**config.mk**
```make
export PLATFORM = sky130hd
export DESIGN_NAME = gpio_pincfg_ctrl
export DESIGN_NICKNAME = d
export VERILOG_FILES = /design/src/rtl/gpio_pincfg_pkg.sv /design/src/rtl/gpio_pincfg_regs.sv /design/src/rtl/gpio_pincfg_insync.sv /design/src/rtl/gpio_pincfg_pad.sv /design/src/rtl/gpio_pincfg_ctrl.sv
export SDC_FILE = /design/constraint.sdc
export NUM_CORES = 1
export LEC_CHECK = 0
export BUFFER_PORTS_ARGS = -buffer_cell sky130_fd_sc_hd__buf_2
export CAP_MARGIN = 10
export CORE_UTILIZATION = 25
export CTS_BUF_LIST = sky130_fd_sc_hd__clkbuf_4
export CTS_CLUSTER_DIAMETER = 120
export DETAILED_ROUTE_END_ITERATION = 8
export GPL_TIMING_DRIVEN = 1
export PLACE_DENSITY_LB_ADDON = 0.12
export SLEW_MARGIN = 40
export SYNTH_ARGS = -nofsm -noshare
export SYNTH_HDL_FRONTEND = slang
export SYNTH_SLANG_ARGS = --single-unit
```
**constraint.sdc**
```tcl
create_clock -name clk_i -period 5.9 [get_ports clk_i]
set_clock_uncertainty 0.2 [all_clocks]
set_input_delay 1.77 -clock clk_i [delete_from_list [all_inputs] [get_ports clk_i]]
set_output_delay 1.77 -clock clk_i [all_outputs]
set_load 0.02 [all_outputs]
```
**src/rtl/gpio_pincfg_pkg.sv**
```systemverilog
package gpio_pincfg_pkg;
  localparam int unsigned DIR_OFS  = 32'h00;
  localparam int unsigned OUT_OFS  = 32'h10;
  localparam int unsigned IN_OFS   = 32'h20;
  localparam int unsigned CFG_BASE = 32'h40;

  localparam int unsigned BIT_PMUX = 0;
  localparam int unsigned BIT_INEN = 1;
  localparam int unsigned BIT_PULL = 2;
  localparam int unsigned BIT_SLEW = 4;

  typedef struct packed {
    logic slew;
    logic pull;
    logic inen;
    logic pmux;
  } pin_cfg_t;

  function automatic pin_cfg_t cfg_from_byte(input logic [7:0] b);
    pin_cfg_t c;
    c.pmux = b[BIT_PMUX];
    c.inen = b[BIT_INEN];
    c.pull = b[BIT_PULL];
    c.slew = b[BIT_SLEW];
    return c;
  endfunction

  function automatic logic [7:0] cfg_to_byte(input pin_cfg_t c);
    logic [7:0] b;
    b = '0;
    b[BIT_PMUX] = c.pmux;
    b[BIT_INEN] = c.inen;
    b[BIT_PULL] = c.pull;
    b[BIT_SLEW] = c.slew;
    return b;
  endfunction
endpackage

```
**src/rtl/gpio_pincfg_regs.sv**
```systemverilog
module gpio_pincfg_regs
  import gpio_pincfg_pkg::*;
#(
  parameter int unsigned NUM_PINS = 32,
  parameter int unsigned ADDR_W   = 8
) (
  input  logic                clk_i,
  input  logic                rst_ni,
  input  logic                req_i,
  input  logic                we_i,
  input  logic [ADDR_W-1:0]   addr_i,
  input  logic [3:0]          be_i,
  input  logic [31:0]         wdata_i,
  input  logic                wprot_i,
  input  logic [NUM_PINS-1:0] in_val_i,
  output logic [31:0]         rdata_o,
  output logic [NUM_PINS-1:0] dir_o,
  output logic [NUM_PINS-1:0] out_o,
  output pin_cfg_t            cfg_o [NUM_PINS]
);
  localparam logic [ADDR_W-1:0] A_DIR = ADDR_W'(DIR_OFS);
  localparam logic [ADDR_W-1:0] A_OUT = ADDR_W'(OUT_OFS);
  localparam logic [ADDR_W-1:0] A_IN  = ADDR_W'(IN_OFS);

  logic wr, rd, hit_dir, hit_out, hit_in;
  assign wr      = req_i & we_i;
  assign rd      = req_i & ~we_i;
  assign hit_dir = (addr_i == A_DIR);
  assign hit_out = (addr_i == A_OUT);
  assign hit_in  = (addr_i == A_IN);

  for (genvar i = 0; i < NUM_PINS; i++) begin : g_pin
    localparam int unsigned LANE = i % 4;
    localparam logic [ADDR_W-1:0] A_CFG = ADDR_W'(CFG_BASE + 4 * (i / 4));

    always_ff @(posedge clk_i or negedge rst_ni) begin
      if (!rst_ni) begin
        dir_o[i] <= 1'b0;
        out_o[i] <= 1'b0;
      end else begin
        if (wr && hit_dir && be_i[i/8]) dir_o[i] <= wdata_i[i];
        if (wr && hit_out && be_i[i/8]) out_o[i] <= wdata_i[i];
      end
    end

    // configuration byte, write-protected
    always_ff @(posedge clk_i or negedge rst_ni) begin
      if (!rst_ni) begin
        cfg_o[i] <= '0;
      end else if (wr && !wprot_i && addr_i == A_CFG && be_i[LANE]) begin
        cfg_o[i] <= cfg_from_byte(wdata_i[8*LANE +: 8]);
      end
    end
  end

  always_comb begin
    rdata_o = '0;
    if (rd) begin
      if (hit_dir) rdata_o[NUM_PINS-1:0] = dir_o;
      if (hit_out) rdata_o[NUM_PINS-1:0] = out_o;
      if (hit_in)  rdata_o[NUM_PINS-1:0] = in_val_i;
      for (int i = 0; i < NUM_PINS; i++) begin
        if (addr_i == ADDR_W'(CFG_BASE + 4 * (i / 4)))
          rdata_o[8*(i%4) +: 8] = cfg_to_byte(cfg_o[i]);
      end
    end
  end
endmodule

```
**src/rtl/gpio_pincfg_insync.sv**
```systemverilog
module gpio_pincfg_insync #(
  parameter int unsigned NUM_PINS = 32,
  parameter int unsigned STAGES   = 2
) (
  input  logic                clk_i,
  input  logic                rst_ni,
  input  logic [NUM_PINS-1:0] pad_i,
  input  logic [NUM_PINS-1:0] en_i,
  output logic [NUM_PINS-1:0] val_o
);
  logic [NUM_PINS-1:0] stage_q [STAGES];

  for (genvar s = 0; s < STAGES; s++) begin : g_stage
    always_ff @(posedge clk_i or negedge rst_ni) begin
      if (!rst_ni) begin
        stage_q[s] <= '0;
      end else if (s == 0) begin
        stage_q[s] <= pad_i & en_i;
      end else begin
        // a disabled pin flushes its whole chain
        stage_q[s] <= stage_q[(s == 0) ? 0 : s-1] & en_i;
      end
    end
  end

  assign val_o = stage_q[STAGES-1] & en_i;
endmodule

```
**src/rtl/gpio_pincfg_pad.sv**
```systemverilog
module gpio_pincfg_pad
  import gpio_pincfg_pkg::*;
(
  input  pin_cfg_t cfg_i,
  input  logic     dir_i,
  input  logic     port_out_i,
  input  logic     periph_oe_i,
  input  logic     periph_out_i,
  output logic     oe_o,
  output logic     out_o,
  output logic     pull_o,
  output logic     slew_o
);
  assign oe_o   = cfg_i.pmux ? periph_oe_i  : dir_i;
  assign out_o  = cfg_i.pmux ? periph_out_i : port_out_i;
  assign pull_o = cfg_i.pull & ~oe_o;
  assign slew_o = cfg_i.slew & oe_o;
endmodule

```
**src/rtl/gpio_pincfg_ctrl.sv**
```systemverilog
module gpio_pincfg_ctrl
  import gpio_pincfg_pkg::*;
#(
  parameter int unsigned NUM_PINS    = 32,
  parameter int unsigned ADDR_W      = 8,
  parameter int unsigned SYNC_STAGES = 2
) (
  input  logic                clk_i,
  input  logic                rst_ni,
  input  logic                bus_req_i,
  input  logic                bus_we_i,
  input  logic [ADDR_W-1:0]   bus_addr_i,
  input  logic [3:0]          bus_be_i,
  input  logic [31:0]         bus_wdata_i,
  output logic [31:0]         bus_rdata_o,
  input  logic                wprot_i,
  input  logic [NUM_PINS-1:0] periph_oe_i,
  input  logic [NUM_PINS-1:0] periph_out_i,
  input  logic [NUM_PINS-1:0] pad_in_i,
  output logic [NUM_PINS-1:0] pad_oe_o,
  output logic [NUM_PINS-1:0] pad_out_o,
  output logic [NUM_PINS-1:0] pad_pull_o,
  output logic [NUM_PINS-1:0] pad_slew_o
);
  logic [NUM_PINS-1:0]   dir_q, out_q, in_q, in_en, pmux_en;
  logic [8*NUM_PINS-1:0] cfg_flat;
  pin_cfg_t              cfg_q [NUM_PINS];

  gpio_pincfg_regs #(.NUM_PINS(NUM_PINS), .ADDR_W(ADDR_W)) u_regs (
    .clk_i    (clk_i),
    .rst_ni   (rst_ni),
    .req_i    (bus_req_i),
    .we_i     (bus_we_i),
    .addr_i   (bus_addr_i),
    .be_i     (bus_be_i),
    .wdata_i  (bus_wdata_i),
    .wprot_i  (wprot_i),
    .in_val_i (in_q),
    .rdata_o  (bus_rdata_o),
    .dir_o    (dir_q),
    .out_o    (out_q),
    .cfg_o    (cfg_q)
  );

  gpio_pincfg_insync #(.NUM_PINS(NUM_PINS), .STAGES(SYNC_STAGES)) u_sync (
    .clk_i  (clk_i),
    .rst_ni (rst_ni),
    .pad_i  (pad_in_i),
    .en_i   (in_en),
    .val_o  (in_q)
  );

  for (genvar i = 0; i < NUM_PINS; i++) begin : g_pad
    assign in_en[i]           = cfg_q[i].inen;
    assign pmux_en[i]         = cfg_q[i].pmux;
    assign cfg_flat[8*i +: 8] = cfg_to_byte(cfg_q[i]);

    gpio_pincfg_pad u_pad (
      .cfg_i        (cfg_q[i]),
      .dir_i        (dir_q[i]),
      .port_out_i   (out_q[i]),
      .periph_oe_i  (periph_oe_i[i]),
      .periph_out_i (periph_out_i[i]),
      .oe_o         (pad_oe_o[i]),
      .out_o        (pad_out_o[i]),
      .pull_o       (pad_pull_o[i]),
      .slew_o       (pad_slew_o[i])
    );
  end
endmodule

```
==> metrics.md, run 1 <==
| Metric | Value |
|---|---|
| Status | finished, final reports clean |
| Clock Latency Late Sink | around 0.79 ns |
| Area growth, synth to finish | 20.16% |
| Post-synth top area cell | dfrtp_1 |
| Hold_sp | u_sync.stage_q[34] |
| Initial DRC count | approximately 550 |
| Final hold vios | 0 |
| H-tree lvl count | 3 |
| Dpl ws | -0.1078 ns |
| Worst-Margin Slew | just over 0.8 ns |
| Leakage Power | 8.758 nW |
| FFs w/ async S/R, synth | 100.0% |
| Distinct cells, synth | 53 |
| WL/cell | 24.47 µm |
| Hold slack final | 0.2504 ns |
| Type of element launching the critical path | input port |
| Worst reg2reg path endpoint | u_regs.cfg_o[28] |
| Most common cell after layout, fill and taps aside | buf_2 |
| Drt pass-1 iters | 5 |
| Chip width | 238.9 µm |
| Top Ports | 305 |
| Synth top area share | roughly 46% |
| Final Wtd Congestion | 0.8781 |
| Syn Nets | 1,402 |
| Post-DP HPWL | 42,250 µm |
| CP endpoint | bus_rdata_o[20] |
| Arrival @ worst endpoint | a little under 4 ns |
| Worst VDD drop | 0.09299 mV |
| Global-route wire length before repair | 80,290 µm |
| Syn avg cell area | 11.16 µm² |
| CTS tree | built |
| Most frequent cells in the layout | buf_2, dfrtp_1, mux2_2, clkbuf_4, and2_1 |
| Max Clock Freq | between 0.15 and 0.2 GHz |
| Worst Hold Class | flip-flop to flip-flop |
| Final WS setup | 0.03428 ns |
| Design area | ~17,000 µm² |
| GRT Residual Overflow | 0 |
| Yosys reg bits | roughly 260 |
| Fin crit share | between 90% and 100% |
| Final Max Slew Viols | 0 |
| Reg2reg setup slack | 4.73 ns |
| YS warnings | 0 |
| Cells on worst reg2reg path | 1 |
| Setup bufs post-CTS | 0 |
| Largest net degree at the start of global routing | 65 |
| Clk buf depth | 3 |
| Final worst path period need | between 5 and 6 ns |
| Critical path startpoint | bus_addr_i[1] |
| Post-route total power | 3.918 mW |
| Setup Crit Path Kind | input port to primary output |
| Layout cells sized above 1 | 48.62% |
| Core area | 55,310 µm² |
| IO Port Bufs | 304 |
| Root buf cell | clkbuf_4 |
| RSZ-0062 raised after global routing | no |
| Initial Util | 25.37% |
| Largest fanout on the critical path | 5 |
| Routed Antenna Nets | 0 |
| Number of buffers created by CTS | 78 |
| Non-filler cells, final | 2,306 |
| Placed Area | 15,820 µm² |
| Core Util, Final | between 30% and 40% |
| Worst path required time | 3.93 ns |
| Quantity of hold-fixing buffers added after cts | 0 |
| Final setup viols | 0 |
| Clock sinks | 256 |
| Reg clk slew, reported paths | roughly 0.07 ns |
| Setup_tns | 0 ns |
| Primary FF master, synth | dfrtp_1 |
| PwrDens | 232.4 nW/µm² |
| Die height | 238.9 µm |
| DR vias | 10,710 |
| MaxCap Viol Count | 0 |
| Rel. slew slack | around 45% |
| Antenna violations before repair | 10 |
| Reg2Reg Launch Point | u_regs.cfg_o[28] |
| Sequential area share after synthesis | between 40% and 50% |
| Via-to-Cell Ratio | 4.643 |
| Vias in the first global route | 11,150 |
| Final #Nets | 1,649 |
| DR DRC count | 0 |
| EDFF count, synth | 0 |
| Final WL | around 56,000 µm |
| Setup crit end kind | primary output |
| Die ar. | ~57,000 µm² |
| Cell area after synthesis | 14,030 µm² |
| Mapped Cells | 1,257 |
| Global-route usage over all layers | about a fifth |
| Rows | 86 |
| Fill count | between 5,000 and 6,000 |
| Top post-synthesis cells by area | dfrtp_1, mux2_2, buf_4, and2_1, mux2i_1 |
| DP Cell Count | 2,172 |
-- Yosys cell counts (5+ instances only) --
cell,instances
and2_1,98
o22ai_1,8
a32oi_1,18
a31oi_1,6
nor2b_1,49
o21ai_0,46
nand2b_1,8
mux2i_1,54
nand2_1,44
a22oi_1,5
a21oi_1,34
o221ai_1,6
a211oi_1,12
mux2_1,12
buf_1,24
and3_1,9
dfrtp_1,256
nor2_1,43
inv_1,36
nor3_1,12
buf_2,8
nand3_1,6
clkbuf_1,31
buf_4,128
mux2_2,243
nand2_4,8
-- per-layer routing --
layer,vias up,part of all wire (%),wire (µm),global-route usage [%]
li1,4833,-,-,-
met1,5458,46,25720,26.61
met2,353,47,26780,32.27
met3,57,5.2,2930,4.053
met4,6,1.7,969,5.925
met5,-,0.057,32,0
-- registers in the layout (all words and copies together) (netlist names) --
register,count
u_regs.cfg_o,128
u_sync.stage_q,64
u_regs.dir_o,32
u_regs.out_o,32
-- logic make-up (layout without fill, tap and decap cells) --
family	Yosys count	in the layout	share of synthesized area (%)
multiplexers	312	312	24.80
AND/OR/NAND/NOR	304	304	12.69
flip-flops	256	256	45.65
buffers and inverters	228	528	9.594
AO/OA/AOI/OAI	157	157	7.267
other	0	1	0
-- how the worst min path moves through the flow --
stage,endpoint,depth (start not counted)
floorplan,u_sync.stage_q[0],1
global placement,u_sync.stage_q[9],1
detailed placement,u_sync.stage_q[0],1
CTS,u_sync.stage_q[2],1
global route,u_sync.stage_q[2],1
finish,u_sync.stage_q[2],1
-- worst max-delay path: stages --
cell     delay (ns)
buf_2          0.12
or4_4          0.53
buf_4          0.16
nor4_4         0.22
buf_4          0.21
a31o_2         0.16
o21ai_0        0.10
a31oi_2        0.30
buf_4          0.17
buf_2          0.15
-- power breakdown --
group / internal (mW) / switching [mW] / leakage, nW
Combinational: 0.104 / 0.189 / 4.59
Clock: 1.00 / 0.832 / 0.600
Sequential: 1.77 / 0.0186 / 3.57
-- cell type report --
class                   instances  area [µm²]  share of cell area (%)
multi-input cells             773        6337                   37.59
repair buffers                358        2032                   12.05
diodes                          1       2.502                 0.01484
inverters                      37       138.9                  0.8237
well taps                     748       935.9                   5.551
clock inverters                20       160.2                  0.9498
flip-flops and latches        256        6406                   37.99
clock buffers                 113       848.3                   5.031
-- what timing repair did --
action / 4_1_cts / 5_1_grt
gates resized for setup: 2 / 3
pin swaps: 1 / 0
setup endpoints to repair: 2 / 4
No activity file was read; power rests on OpenSTA's default activity.
==> run 2: changes to the inputs <==
CORE_UTILIZATION = 35   (was 25)
==> metrics.md, run 2 (synthesis gave the netlist of run 1 again) <==
| Metric | Value |
|---|---|
| WL/cell | 23.94 µm (-2.1%) |
| Final #Nets | 1,643 (-0.36%) |
| Core area | 39,100 µm² (-29%) |
| Cells on worst reg2reg path | 1 (unchanged) |
| Min-Delay Path Depth | 1 (unchanged) |
| IO Port Bufs | 304 (unchanged) |
| Quantity of hold-fixing buffers added after cts | 0 (unchanged) |
| Worst path required time | 3.93 ns (about the same) |
| Post-DP HPWL | 36,280 µm (-14%) |
| Most common cell after layout, fill and taps aside | buf_2 |
| Final setup viols | 0 (unchanged) |
| Worst Hold Class | flip-flop to flip-flop |
| Worst path max stage delay | 0.54 ns (about the same) |
| Initial Util | 35.89% (+11 points) |
| Global-route wire length before repair | 72,640 µm (-9.5%) |
| Hold_sp | u_sync.stage_q[35] |
| Area growth, synth to finish | 16.91% |
| Arrival @ worst endpoint | 3.82 ns (-0.08 ns) |
| Core Util, Final | 41.96% (+11 points) |
| MaxCap Viol Count | 0 (unchanged) |
| Number of buffers created by CTS | 76 (-2.6%) |
| Max Clock Freq | 0.1728 GHz (+1.3%) |
| CTS tree | built |
| Most frequent cells in the layout | buf_2, dfrtp_1, mux2_2, clkbuf_4, and2_1 |
| Clock Latency Late Sink | 0.72 ns (-0.07 ns) |
| Final Max Slew Viols | 0 (unchanged) |
| Setup_tns | 0 ns (unchanged) |
| Initial DRC count | 615 (+12%) |
| Largest delay contributor family on the critical path | simple AND/OR/NAND/NOR gates |
| Antenna violations before repair | 4 (-6) |
| Placed Area | 15,450 µm² (-2.3%) |
| Setup Crit Path Kind | input port to primary output |
| CP Cell Sequence | buf_2, or4_4, nor4_4, buf_4, a32oi_1, nor2_1, buf_2 |
| Fill count | 3,924 (-34%) |
| Rel. slew slack | 50.41% (+5.5 points) |
| Largest registers | u_regs.cfg_o x128, u_sync.stage_q x64 |
| H-tree lvl count | 3 (unchanged) |
| Worst-Margin Slew | 0.7231 ns (-0.09610 ns) |
| Final WL | 49,560 µm (-12%) |
| Die height | 202.2 µm (-15%) |
| Drt pass-1 iters | 5 (unchanged) |
| Final hold vios | 0 (unchanged) |
| Dpl ws | 0.08127 ns (+0.1890 ns) |
| GRT Residual Overflow | 0 (unchanged) |
| Worst reg2reg path endpoint | u_regs.cfg_o[28] |
| Root buf cell | clkbuf_4 |
| Non-filler cells, final | 2,070 (-10%) |
| Most frequent CP cell | buf_2 |
| Setup crit end kind | primary output |
| Largest Register | u_regs.cfg_o |
| Global-route usage over all layers | 24.46% (+4.5 points) |
| DR DRC count | 0 (unchanged) |
| PwrDens | 227.1 nW/µm² (-2.3%) |
| RSZ-0062 raised after global routing | no |
| Type of element launching the critical path | input port |
| Rows | 72 (-16%) |
| Final WS setup | 0.1114 ns (+0.07709 ns) |
| Largest fanout on the critical path | 16 (+11) |
| Top Ports | 305 (unchanged) |
| Reg2Reg Launch Point | u_regs.cfg_o[28] |
| Multi-input gate area | 6310 µm² (-0.43%) |
| Final worst path period need | 5.789 ns (-0.07709 ns) |
| Reg2reg setup slack | 4.77 ns (+0.04 ns) |
| Die ar. | 40,900 µm² (-28%) |
| Clock sinks | 256 (unchanged) |
| Fin crit share | 98.11% (-1.3 points) |
| Post-route total power | 3.725 mW (-4.9%) |
| DR vias | 10,590 (-1.1%) |
| Design area | 16,410 µm² (-2.7%) |
| Reg clk slew, reported paths | 0.06 ns (about the same) |
| Largest register FFs | 128 (unchanged) |
| Routed Antenna Nets | 0 (unchanged) |
| Via-to-Cell Ratio | 5.114 (+10%) |
| DP Cell Count | 1,937 (-11%) |
| Largest net degree at the start of global routing | 114 (+75%) |
| Vias in the first global route | 10,730 (-3.7%) |
| CP max stage cell | or4_4 |
| FF+latch area | 6406 µm² (unchanged) |
| Clk buf depth | 3 (unchanged) |
| Chip width | 202.2 µm (-15%) |
| Final Wtd Congestion | 0.8771 (-0.11%) |
| Status | finished, final reports clean |
| Buffers & Inverters on Critical Path | 3 (-2) |
| Layout cells sized above 1 | 47.74% (-0.88 points) |
| Hold slack final | 0.2356 ns (-0.01485 ns) |
| Leakage Power | 8.686 nW (-0.82%) |
| Worst VDD drop | 0.1068 mV (+15%) |
| Hold path endpoint | u_sync.stage_q[3] |
-- run 2: changes by cell type in the layout (fill, tap and decap cells not counted), moves of 2 or more --
cell | previous run | this run
clkinv_1 | 12 | 19
clkbuf_4 | 113 | 104
buf_4 | 47 | 44
bufinv_16 | 3 | 1
-- run 2: timing repair --
item | in CTS | in global routing
buffers inserted | 0 | 0
gates resized for setup | 0 | 2
setup endpoints to repair | 0 | 2
endpoints found under the hold margin | 0 | 0
-- run 2: where the power goes --
part,internal [mW],leakage (nW),switching [mW]
Clock,0.857,0.550,0.792
Combinational,0.104,4.56,0.185
Sequential,1.77,3.57,0.0167
Total,2.73,8.69,0.994
-- run 2: area by class of cell --
type,count,share of cell area (%)
inverters,37,0.8466
multi-input cells,773,38.46
repair buffers,354,12.13
clock inverters,26,0.7779
clock buffers,104,4.759
flip-flops and latches,256,39.05
diodes,2,0.03051
well taps,518,3.951
-- run 2: worst max path at each step --
stage / startpoint / cells past startpoint / to
floorplan: bus_addr_i[3] / 7 / bus_rdata_o[0]
global placement: bus_addr_i[3] / 8 / bus_rdata_o[16]
detailed placement: bus_addr_i[1] / 9 / bus_rdata_o[8]
CTS: bus_addr_i[1] / 9 / bus_rdata_o[8]
global route: bus_addr_i[3] / 7 / bus_rdata_o[30]
finish: bus_addr_i[3] / 7 / bus_rdata_o[7]
-- run 2: routing by layer --
layer	GRT usage, %	part of all wire [%]	vias up
met1	34.30	47	5341
met4	6.794	2.3	2
met5	0	0.034	-
met3	5.111	5.3	69
li1	-	-	4810
met2	38.03	46	364
